$ cat src/rtl/spi_host_pkg.sv
package spi_host_pkg;

   // register byte offsets
   localparam int unsigned OFS_CTRL  = 32'h00;
   localparam int unsigned OFS_CFG   = 32'h04;
   localparam int unsigned OFS_DOUT  = 32'h08;
   localparam int unsigned OFS_DIN   = 32'h0C;
   localparam int unsigned OFS_CAUSE = 32'h10;
   localparam int unsigned OFS_TIM   = 32'h18;

   // field positions
   localparam int unsigned CTRL_EN_BIT  = 0;
   localparam int unsigned CTRL_IDX_LO  = 2;
   localparam int unsigned CTRL_IDX_W   = 3;
   localparam int unsigned CFG_WIDE_BIT = 5;
   localparam int unsigned CFG_CPOL_BIT = 11;
   localparam int unsigned CFG_CPHA_BIT = 12;
   localparam int unsigned TIM_DLY_LO   = 6;

   // sample-delay codes
   localparam logic [1:0] DLY_NOMINAL = 2'd1;
   localparam logic [1:0] DLY_LATE    = 2'd2;

   typedef struct packed {
      logic cpol;
      logic cpha;
      logic wide;
   } spi_mode_t;

endpackage

$ cat src/rtl/spi_host_csmux.sv
module spi_host_csmux #(
   parameter int unsigned NUM_CS = 8,
   parameter int unsigned IDX_W  = 3
) (
   input  logic             clk,
   input  logic             rst_n,
   input  logic             cs_en,
   input  logic [IDX_W-1:0] cs_idx,
   output logic [NUM_CS-1:0] cs_n
);

   initial assert ((1 << IDX_W) >= NUM_CS)
      else $fatal(1, "select index too narrow for NUM_CS");

   for (genvar g = 0; g < NUM_CS; g++) begin : g_sel
      assign cs_n[g] = ~(cs_en && (cs_idx == IDX_W'(g)));
   end

   // with the assert bit clear no line may be low
   assert_cs_released_R2: assert property (@(posedge clk) disable iff (!rst_n)
      !cs_en |-> (&cs_n));

   // never more than one peripheral selected
   assert_cs_single_R2: assert property (@(posedge clk) disable iff (!rst_n)
      $countones(~cs_n) <= 1);

endmodule

$ cat src/rtl/spi_host_shift.sv
module spi_host_shift
   import spi_host_pkg::*;
#(
   parameter int unsigned WORD_W   = 16,
   parameter int unsigned NARROW_W = 8
) (
   input  logic              clk,
   input  logic              rst_n,
   input  logic              start,
   input  logic [WORD_W-1:0] tx_word,
   input  spi_mode_t         mode,
   input  logic              late_sample,
   input  logic              sck_tick,
   input  logic              miso,
   output logic              busy,
   output logic              done,
   output logic [WORD_W-1:0] rx_word,
   output logic              sck,
   output logic              mosi
);

   localparam int unsigned CNT_W    = $clog2(2 * WORD_W);
   localparam int unsigned NARROW_S = WORD_W - NARROW_W;
   localparam logic [CNT_W-1:0] LAST_WIDE   = CNT_W'(2 * WORD_W - 1);
   localparam logic [CNT_W-1:0] LAST_NARROW = CNT_W'(2 * NARROW_W - 1);

   initial assert (NARROW_W < WORD_W && NARROW_W > 0)
      else $fatal(1, "narrow word must be shorter than wide word");

   logic              busy_q, drain_q, pend_q;
   logic              sck_q, cpha_q, wide_q, late_q;
   logic [CNT_W-1:0]  cnt_q;
   logic [WORD_W-1:0] tx_q, rx_q;

   logic tick_act, cap_edge, shift_edge, take_bit;
   logic [CNT_W-1:0] last_edge;

   always_comb begin
      last_edge  = wide_q ? LAST_WIDE : LAST_NARROW;
      tick_act   = busy_q && !drain_q && sck_tick;
      // even count = leading edge, odd count = trailing edge
      cap_edge   = cpha_q ? cnt_q[0] : !cnt_q[0];
      shift_edge = cpha_q ? (!cnt_q[0] && (cnt_q != '0)) : cnt_q[0];
      take_bit   = (tick_act && cap_edge && !late_q) || pend_q;
   end

   always_ff @(posedge clk or negedge rst_n) begin
      if (!rst_n) begin
         busy_q  <= 1'b0;
         drain_q <= 1'b0;
         pend_q  <= 1'b0;
         sck_q   <= 1'b0;
         cpha_q  <= 1'b0;
         wide_q  <= 1'b0;
         late_q  <= 1'b0;
         cnt_q   <= '0;
         tx_q    <= '0;
         rx_q    <= '0;
      end else if (start && !busy_q) begin
         busy_q  <= 1'b1;
         drain_q <= 1'b0;
         pend_q  <= 1'b0;
         sck_q   <= mode.cpol;
         cpha_q  <= mode.cpha;
         wide_q  <= mode.wide;
         late_q  <= late_sample;
         cnt_q   <= '0;
         rx_q    <= '0;
         tx_q    <= mode.wide ? tx_word : (tx_word << NARROW_S);
      end else if (busy_q) begin
         pend_q <= tick_act && cap_edge && late_q;
         if (take_bit) begin
            rx_q <= {rx_q[WORD_W-2:0], miso};
         end
         if (tick_act) begin
            sck_q <= ~sck_q;
            if (shift_edge) begin
               tx_q <= tx_q << 1;
            end
            if (cnt_q == last_edge) begin
               drain_q <= 1'b1;
            end else begin
               cnt_q <= cnt_q + 1'b1;
            end
         end
         if (drain_q && !pend_q) begin
            busy_q  <= 1'b0;
            drain_q <= 1'b0;
         end
      end
   end

   assign busy = busy_q;
   assign done = busy_q && drain_q && !pend_q;
   assign sck  = busy_q ? sck_q : mode.cpol;
   assign mosi = busy_q && tx_q[WORD_W-1];

   if (NARROW_S > 0) begin : g_rx_ext
      assign rx_word = wide_q ? rx_q : {{NARROW_S{1'b0}}, rx_q[NARROW_W-1:0]};
   end else begin : g_rx_plain
      assign rx_word = rx_q;
   end

   // clock rests at the polarity level between exchanges
   assert_sck_idle_R3: assert property (@(posedge clk) disable iff (!rst_n)
      !busy |-> (sck == mode.cpol));

   // data line quiet between exchanges
   assert_mosi_quiet_R4: assert property (@(posedge clk) disable iff (!rst_n)
      !busy |-> !mosi);

   // an exchange ends only through completion
   assert_busy_ends_done_R4: assert property (@(posedge clk) disable iff (!rst_n)
      $fell(busy) |-> $past(done));

endmodule

$ cat src/rtl/spi_host_csr.sv
module spi_host_csr
   import spi_host_pkg::*;
#(
   parameter int unsigned ADDR_W = 5,
   parameter int unsigned DATA_W = 32,
   parameter int unsigned WORD_W = 16,
   parameter int unsigned IDX_W  = 3
) (
   input  logic              clk,
   input  logic              rst_n,
   input  logic [ADDR_W-1:0] bus_addr,
   input  logic              bus_wr,
   input  logic [DATA_W-1:0] bus_wdata,
   output logic [DATA_W-1:0] bus_rdata,
   input  logic              eng_busy,
   input  logic              eng_done,
   input  logic [WORD_W-1:0] eng_rx,
   output spi_mode_t         mode,
   output logic              late_sample,
   output logic              cs_en,
   output logic [IDX_W-1:0]  cs_idx,
   output logic              start,
   output logic [WORD_W-1:0] tx_word
);

   initial assert (WORD_W <= DATA_W && IDX_W <= CTRL_IDX_W && ADDR_W >= 5)
      else $fatal(1, "register layout does not fit the bus");

   logic              cs_en_q, cause_q;
   logic [IDX_W-1:0]  cs_idx_q;
   spi_mode_t         mode_q;
   logic [1:0]        dly_q;
   logic [WORD_W-1:0] dout_q, din_q;

   logic hit_ctrl, hit_cfg, hit_dout, hit_din, hit_cause, hit_tim;
   logic unused_wdata_bits;

   always_comb begin
      hit_ctrl  = bus_addr == ADDR_W'(OFS_CTRL);
      hit_cfg   = bus_addr == ADDR_W'(OFS_CFG);
      hit_dout  = bus_addr == ADDR_W'(OFS_DOUT);
      hit_din   = bus_addr == ADDR_W'(OFS_DIN);
      hit_cause = bus_addr == ADDR_W'(OFS_CAUSE);
      hit_tim   = bus_addr == ADDR_W'(OFS_TIM);
   end

   assign unused_wdata_bits = ^bus_wdata;
   assign start   = bus_wr && hit_dout && !eng_busy;
   assign tx_word = bus_wdata[WORD_W-1:0];

   always_ff @(posedge clk or negedge rst_n) begin
      if (!rst_n) begin
         cs_en_q  <= 1'b0;
         cs_idx_q <= '0;
         mode_q   <= '0;
         dly_q    <= DLY_NOMINAL;
         dout_q   <= '0;
         din_q    <= '0;
         cause_q  <= 1'b0;
      end else begin
         if (bus_wr && hit_ctrl) begin
            cs_en_q  <= bus_wdata[CTRL_EN_BIT];
            cs_idx_q <= bus_wdata[CTRL_IDX_LO +: IDX_W];
         end
         if (bus_wr && hit_cfg) begin
            mode_q.cpol <= bus_wdata[CFG_CPOL_BIT];
            mode_q.cpha <= bus_wdata[CFG_CPHA_BIT];
            mode_q.wide <= bus_wdata[CFG_WIDE_BIT];
         end
         if (bus_wr && hit_tim) begin
            dly_q <= bus_wdata[TIM_DLY_LO +: 2];
         end
         if (start) begin
            dout_q <= bus_wdata[WORD_W-1:0];
         end
         if (eng_done) begin
            din_q   <= eng_rx;
            cause_q <= 1'b1;
         end else if (bus_wr && hit_cause) begin
            cause_q <= 1'b0;
         end
      end
   end

   always_comb begin
      bus_rdata = '0;
      if (hit_ctrl) begin
         bus_rdata[CTRL_EN_BIT]            = cs_en_q;
         bus_rdata[CTRL_IDX_LO +: IDX_W]   = cs_idx_q;
      end else if (hit_cfg) begin
         bus_rdata[CFG_CPOL_BIT] = mode_q.cpol;
         bus_rdata[CFG_CPHA_BIT] = mode_q.cpha;
         bus_rdata[CFG_WIDE_BIT] = mode_q.wide;
      end else if (hit_dout) begin
         bus_rdata[WORD_W-1:0] = dout_q;
      end else if (hit_din) begin
         bus_rdata[WORD_W-1:0] = din_q;
      end else if (hit_cause) begin
         bus_rdata[0] = cause_q;
      end else if (hit_tim) begin
         bus_rdata[TIM_DLY_LO +: 2] = dly_q;
      end
   end

   assign mode        = mode_q;
   assign late_sample = (dly_q == DLY_LATE);
   assign cs_en       = cs_en_q;
   assign cs_idx      = cs_idx_q;

   // completion always raises the cause flag
   assert_cause_set_R6: assert property (@(posedge clk) disable iff (!rst_n)
      eng_done |=> cause_q);

   // a data-out write during an exchange leaves the held word alone
   assert_busy_write_ignored_R7: assert property (@(posedge clk) disable iff (!rst_n)
      (bus_wr && hit_dout && eng_busy) |=> $stable(dout_q));

endmodule

$ cat src/rtl/spi_host_top.sv
module spi_host_top
   import spi_host_pkg::*;
#(
   parameter int unsigned ADDR_W   = 5,
   parameter int unsigned DATA_W   = 32,
   parameter int unsigned WORD_W   = 16,
   parameter int unsigned NARROW_W = 8,
   parameter int unsigned NUM_CS   = 8
) (
   input  logic              clk,
   input  logic              rst_n,
   input  logic [ADDR_W-1:0] bus_addr,
   input  logic              bus_wr,
   input  logic [DATA_W-1:0] bus_wdata,
   output logic [DATA_W-1:0] bus_rdata,
   input  logic              sck_tick,
   input  logic              miso,
   output logic              sck,
   output logic              mosi,
   output logic [NUM_CS-1:0] cs_n
);

   localparam int unsigned IDX_W = (NUM_CS > 1) ? $clog2(NUM_CS) : 1;

   initial assert (NUM_CS >= 1 && NUM_CS <= (1 << CTRL_IDX_W))
      else $fatal(1, "NUM_CS exceeds the select field");

   spi_mode_t         mode;
   logic              late_sample, cs_en, start, busy, done;
   logic [IDX_W-1:0]  cs_idx;
   logic [WORD_W-1:0] tx_word, rx_word;

   spi_host_csr #(
      .ADDR_W(ADDR_W), .DATA_W(DATA_W), .WORD_W(WORD_W), .IDX_W(IDX_W)
   ) u_csr (
      .clk(clk), .rst_n(rst_n),
      .bus_addr(bus_addr), .bus_wr(bus_wr), .bus_wdata(bus_wdata),
      .bus_rdata(bus_rdata),
      .eng_busy(busy), .eng_done(done), .eng_rx(rx_word),
      .mode(mode), .late_sample(late_sample),
      .cs_en(cs_en), .cs_idx(cs_idx),
      .start(start), .tx_word(tx_word)
   );

   spi_host_shift #(
      .WORD_W(WORD_W), .NARROW_W(NARROW_W)
   ) u_shift (
      .clk(clk), .rst_n(rst_n),
      .start(start), .tx_word(tx_word), .mode(mode),
      .late_sample(late_sample), .sck_tick(sck_tick), .miso(miso),
      .busy(busy), .done(done), .rx_word(rx_word),
      .sck(sck), .mosi(mosi)
   );

   spi_host_csmux #(
      .NUM_CS(NUM_CS), .IDX_W(IDX_W)
   ) u_csmux (
      .clk(clk), .rst_n(rst_n),
      .cs_en(cs_en), .cs_idx(cs_idx), .cs_n(cs_n)
   );

endmodule

$ cat config.mk
export PLATFORM = sky130hd
export DESIGN_NAME = spi_host_top
export DESIGN_NICKNAME = d
export VERILOG_FILES = /design/src/rtl/spi_host_pkg.sv /design/src/rtl/spi_host_csmux.sv /design/src/rtl/spi_host_shift.sv /design/src/rtl/spi_host_csr.sv /design/src/rtl/spi_host_top.sv
export SDC_FILE = /design/constraint.sdc
export NUM_CORES = 1
export LEC_CHECK = 0
export BUFFER_PORTS_ARGS = -buffer_cell sky130_fd_sc_hd__buf_2
export CORE_ASPECT_RATIO = 0.9
export CORE_MARGIN = 5
export CORE_UTILIZATION = 55
export CTS_BUF_LIST = sky130_fd_sc_hd__clkbuf_8
export DETAILED_ROUTE_END_ITERATION = 7
export PLACE_DENSITY = 0.88
export SLEW_MARGIN = 10
export SYNTH_ARGS = -nofsm -noshare
export SYNTH_HDL_FRONTEND = slang
export SYNTH_SLANG_ARGS = --single-unit
$ cat constraint.sdc
create_clock -name clk -period 2.8 [get_ports clk]
set_input_delay 0.14 -clock clk [delete_from_list [all_inputs] [get_ports clk]]
set_output_delay 0.14 -clock clk [all_outputs]
set_load 0.1 [all_outputs]
Word-level counts from Yosys, hierarchy flattened
Index checks and enable logic that the tools add are counted.
{ "word_totals": {"register_bits": 86, "latch_bits": 0, "mem_bits_rw": 0, "romBits": 0, "input_bits": 42, "output_inout_bits": 42, "wordCells": 139, "memories": 0} }
{ "op_classes": {"add_sub_neg": 1, "n_mul": 0, "n_div": 0, "n_lt_le_gt_ge": 0, "n_eq_ne": 15, "shift": 0, "n_mux": 49, "bitwise_logic": 9, "reduce_logical": 46} }
{ "ops": {"columns": ["operator", "count"], "rows": [
  ["2-to-1 mux 16 bit", 10],
  ["2-to-1 mux 5 bit", 8],
  ["logical AND 1 bit", 25],
  ["2-to-1 mux 1 bit", 23],
  ["== test 3 bit, second input constant", 4],
  ["2-to-1 mux 11 bit", 1],
  ["== test 5 x 4 -> 1 bit, second input constant", 2],
  ["== test 5 bit, second input constant", 2],
  ["nonzero test 2 bit", 5],
  ["NOT 1 bit", 9],
  ["AND reduction 3 bit", 3],
  ["2-to-1 mux 2 bit", 4],
  ["2-to-1 mux 8 bit", 1],
  ["== test 3 x 2 -> 1 bit, second input constant", 2],
  ["2-to-1 mux 3 bit", 2],
  ["nonzero test 3 bit", 2],
  ["adder 5 x 1 -> 5 bit, second input constant", 1],
  ["== test 5 x 3 -> 1 bit, second input constant", 1],
  ["== test 5 bit", 1],
  ["zero test 1 bit", 5],
  ["zero test 5 bit", 1],
  ["nonzero test 5 bit", 1],
  ["AND reduction 2 bit", 2],
  ["== test 3 x 1 -> 1 bit, second input constant", 1],
  ["other kinds (4)", 4]
]} }

Depth between registers and ports, before layout
{ "logic_depth": {"word_depth": 9, "depth_mapped": 8, "ltp_nobuf": 6} }

Hierarchy
Synthesis repeated with hierarchy kept, for this count alone.
{ "hier_totals": {"hier_cells": 400, "hier_area_um2": 4548.1} }
{ "modules_own_cells": {"columns": ["module", "n_inst", "cells_per_inst", "area_per_inst_um2", "seq_area_each_um2"], "rows": [
  ["spi_host_shift", 1, 209, 2238.4, 1101.1],
  ["spi_host_csr", 1, 183, 2233.4, 1052.3],
  ["spi_host_csmux", 1, 8, 76.3, 0.0]
]} }

Least setup slack after synthesis
Ideal clock, no wire load.
{ "synth_timing": {"path_kind": "in2out", "startpoint": "in bus_addr[3]", "endpoint": "out bus_rdata[0]", "arrival_ns": 2.493, "required_ns": 2.660, "setup_slack_ns": 0.167, "path_stages": 4, "n_path_buf": 2, "path_cell_list": "clkbuf_1 clkbuf_1 o21ai_0 a32oi_1"} }
{ "synth_between": {"elab_chain_len": 6, "elab_cells_between_ends": 10, "cone_classes": "eq/ne (4); mux (5); reduce/logical (1)"} }
{ "synth_lines": {"columns": ["item", "line", "rtl"], "rows": [
  ["start: declaration", "spi_host_top.sv:12", "input logic [ADDR_W-1:0] bus_addr,"],
  ["== test 5 bit", "spi_host_csr.sv:43", "hit_cause = bus_addr == ADDR_W'(OFS_CAUSE);"],
  ["2-to-1 mux 1 bit", "spi_host_csr.sv:98", "end else if (hit_cause) begin"],
  ["2-to-1 mux 1 bit", "spi_host_csr.sv:96", "end else if (hit_din) begin"],
  ["2-to-1 mux 16 bit", "spi_host_csr.sv:94", "end else if (hit_dout) begin"],
  ["2-to-1 mux 5 bit", "spi_host_csr.sv:90", "end else if (hit_cfg) begin"],
  ["2-to-1 mux 1 bit (*)", "spi_host_csr.sv:87", "if (hit_ctrl) begin"],
  ["end: declaration", "spi_host_top.sv:15", "output logic [DATA_W-1:0] bus_rdata,"]
]} }
Mark *: on every way between the ends. The rest lies on a longest branch, timed or not.

Final worst setup path
{ "layout_timing": {"startpoint": "reg u_shift.cnt_q[0]", "endpoint": "reg u_shift.tx_q[1]"} }
{ "layout_between": {"elab_chain_len": 5, "elab_cells_between_ends": 6, "cone_classes": "mux (1); reduce/logical (5)"} }
{ "layout_lines": {"columns": ["item", "line", "rtl"], "rows": [
  ["start: declaration", "spi_host_shift.sv:32", "logic [CNT_W-1:0] cnt_q;"],
  ["start signal: assignment", "spi_host_shift.sv:83", "cnt_q <= cnt_q + 1'b1;"],
  ["nonzero test 5 bit / zero test 1 bit (equally long branches)", "spi_host_shift.sv:43", "shift_edge = cpha_q ? (!cnt_q[0] && (cnt_q != '0)) : cnt_q[0];"],
  ["logical AND 1 bit", "spi_host_shift.sv:43", null],
  ["2-to-1 mux 1 bit (*)", "spi_host_shift.sv:43", null],
  ["nonzero test 2 bit (no line) (*)", null, null],
  ["AND reduction 3 bit (no line) (*)", null, null],
  ["end signal: assignment", "spi_host_shift.sv:69", "tx_q <= mode.wide ? tx_word : (tx_word << NARROW_S);"],
  ["end signal: assignment", "spi_host_shift.sv:78", "tx_q <= tx_q << 1;"],
  ["end: declaration", "spi_host_shift.sv:33", "logic [WORD_W-1:0] tx_q, rx_q;"]
]} }
Marks and branches as above.
A chain may end at the register's enable or synchronous reset.

==> flow_summary.ini <==
[clock_network]
clockBufferDepth = 2
cts.clk_slew.worst_paths_ns = 0.09
insertion_delay_ns = 0.37
clock_sink_count = 86
cts_buffers = 9
cts_max_level = 3
post_cts_resized = 0
cts_setup_buffers = 0
root_buffer = clkbuf_8
cts_tree = built

[synthesis]
synth_cell_types = 48
synth_seq_cells = 86
yosys.area_share.simple_pct = 19.7
synth_most_common_cell = nand2_1
synth_compound_area_share_pct = 7.93
synth_area_um2 = 4420
yosys-mux-area-fraction_pct = 15.1
yosys.area.top_type = dfrtp_1
synthAdderAreaFrac_pct = 0.567
synthArstFlopShare_pct = 100
ys.flop_type = dfrtp_1
yosysWarnings = 0
synth-xor-area-share_pct = 0.595
synth_edf_count = 0
synth_common_cells = nand2_1 (141), dfrtp_1 (85), mux2i_1 (33)
synth.area.top_cells = dfrtp_1 (48%), nand2_1 (12%), mux2i_1 (7.5%)
synth_top_area_share_pct = 48.2
synth_top_family_by_area = simple AND/OR/NAND/NOR gates
syn_inst = 468
synth.avg_cell_area_um2 = 9.44
yosysSeqAreaShare_pct = 48.8

[die]
start_util_pct = 55.5
io_pins = 84
dieArea_um2 = 9930
core_area_um2 = 7950
die_h_um = 95.0
die_w_um = 104
fp-row-count = 31

[timing]
slew_violations = 0
min_period_ns = 2.24
skew_ns = 0.00967
worst_pin_slew_ns = 1.06
setup_viol = 0
hold_viol_final = 0
fmax_mhz = 446
slew-limit-headroom_pct = 29.3
period_share_pct = 80.1
rsz0062_at_grt = false
setup_tns_ns = 0

[layout]
drive_gt1_share_pct = 20.6
fin_cells = 623
register_area_um2 = 2150
num-nets-final = 563
n_antenna_cell = 0
syn2layout_area_growth_pct = 12.2
multi_input_area_um2 = 2010
nFillCells = 619

[global_route]
grt_pass1_vias = 3383
track_usage_pct = 20.6
grt_pass1_wl_um = 16400
grt_max_degree = 87
grt_antenna_before_repair = 0
grt_busiest_layer = met2
grtUsageMet1_pct = 27.7
use_met3_pct = 5.42
grt-ovfl-total = 0
grtUsageMet2_pct = 32.6

[route]
wl_um = 9890
wl_per_cell_um = 15.9
drt-pass1-iter-count = 5
via_per_inst = 5.51
antenna_left = 0
routed-via-count = 3431
drc = 0
dr.first_iter.drc_count = 347

[placed_design]
dp_hpwl_um = 7080
dp_cells = 599
place_congestion = 0.854
port_buffers = 51

[outcome]
status = complete, no violations

[critical_path]
reg2reg_from = u_shift.cnt_q[0]$_DFFE_PN0P_
critPathBufInv = 1
path_class = reg -> reg
crit_arrival_ns = 2.50
endpoint_kind = flip-flop
path_cells = inv_1, ha_1, or4b_1, a21oi_1, o21ai_2, mux2_2
cpPeakStageDelay_ns = 0.78
startpoint = u_shift.cnt_q[0]$_DFFE_PN0P_
crit_slowest_cell = o21ai_2
crit_family = compound AO/OA/AOI/OAI gates
critPathMaxFanout = 16
worst_ep_required_time_ns = 3.06
startpoint_type = flip-flop

[min_path]
hold_path.class = in -> reg
hp-start = bus_wdata[1]

[power]
vdd_ir_drop_max_v = 0.000510
p_per_area_nw_per_um2 = 774
p_leak_uw = 0.00237

[flow_run]
drv_cap = 0
[registers in the layout, indices dropped and copies added, names as in the netlist, 2 cells and up]
signal and count:
u_shift.cnt_q 5, u_csr.mode 3, u_shift.tx_q 16, u_csr.dout_q 16, u_csr.dly_q 2, u_csr.cs_idx 3, u_csr.din_q 16, u_shift.rx_q 16
[metal layers]
| layer | share of wire, % | vias to the layer above |
|---|---|---|
| li1 | - | 1628 |
| met1 | 42 | 1683 |
| met2 | 50 | 106 |
| met3 | 6.1 | 14 |
| met4 | 1.7 | 0 |
| met5 | 0 | - |
[where the power goes]
part           leakage, uW  switching, uW  internal (uW)
Combinational      0.00113            709            405
Sequential         0.00113            234           1530
Clock             0.000106            455            505
Total              0.00237           1400           2440
[tightest hold or removal path, cell delays in order]
cell     delay, ns
buf_2         0.10
nand2_1       0.06
nand2_1       0.05
[worst paths after layout]
| path | end | slack (ns) | cells past startpoint |
|---|---|---|---|
| max in group asynchronous | u_csr.cs_idx[0]$_DFFE_PN0P_ | 1.62 | 2 |
| max | u_shift.tx_q[1]$_DFFE_PN0P_ | 0.56 | 6 |
| min reg2reg | u_csr.dout_q[7]$_DFFE_PN0P_ | 0.48 | 2 |
| min | u_csr.dout_q[1]$_DFFE_PN0P_ | 0.02 | 3 |
| min in group asynchronous | u_csr.dout_q[8]$_DFFE_PN0P_ | 0.50 | 2 |
| max reg2reg | u_shift.tx_q[1]$_DFFE_PN0P_ | 0.56 | 6 |
[metrics by stage]
stage | total power [uW] | area (um^2) | utilization (%) | hold slack (ns) | setup slack (ns)
after detailed placement | 2890 | 4660 | 58.6 | 0.350 | 0.565
after global placement | 2820 | 4660 | 58.6 | 0.349 | 0.617
final | 3840 | 4960 | 62.3 | 0.0204 | 0.557
after floorplan | 2640 | 4470 | - | -0.156 | 0.167
after CTS | 3860 | 4940 | 62.1 | 0.00593 | 0.550
after global routing | 4070 | 4960 | 62.3 | 0.0212 | 0.388
[cells in the final DEF, fill, tap and decap left out, types with 2 or more instances in the layout]
master         Yosys  layout
mux2i_1           33      33
inv_1             14      14
dlygate4sd3_1      0       8
or3_1              2       2
a22oi_1            3       3
conb_1             1      16
dfrtp_1           85      85
ha_1               2       2
a22o_1             2       2
mux2_2            26      26
clkbuf_8           0       9
a31oi_1            4       4
nor4b_4            2       2
xor2_1             2       2
o211ai_1           2       2
and2_1             4       4
buf_2              5      50
bufinv_16          0       2
nor2b_1            6       6
nor3_1             2       2
nand3_1            9       9
buf_4             18       8
nand3b_1           4       4
o21ai_0           30      30
mux2_4             3       3
nor2_1            22      22
a21oi_1            9       9
nand2_1          141     141
clkinvlp_4         0       2
o21ai_1            2       2
[timing repair]
action / 4_1_cts / 5_1_grt
endpoints found under the setup margin: 0 / 0
hold buffers: 6 / 2
hold endpoints to repair: 11 / 2
[cells by family (layout without fill, tap and decap cells)]
group / Yosys count / in the layout
AO/OA/AOI/OAI: 59 / 59
other: 1 / 16
AND/OR/NAND/NOR: 199 / 199
flip-flops: 86 / 86
XOR/XNOR: 3 / 3
buffers and inverters: 56 / 97
adder cells (fa/ha/maj): 2 / 2
multiplexers: 62 / 62
[layout make-up]
| cell class | count | area share [%] |
|---|---|---|
| sequential | 86 | 43.4 |
| clock buffer | 9 | 2.50 |
| tap | 99 | 2.50 |
| timing repair buffer | 66 | 7.87 |
| multi-input combinational | 341 | 40.6 |
| inverter | 15 | 1.14 |
| clock inverter | 7 | 1.97 |
(Power assumes the default switching activity.)
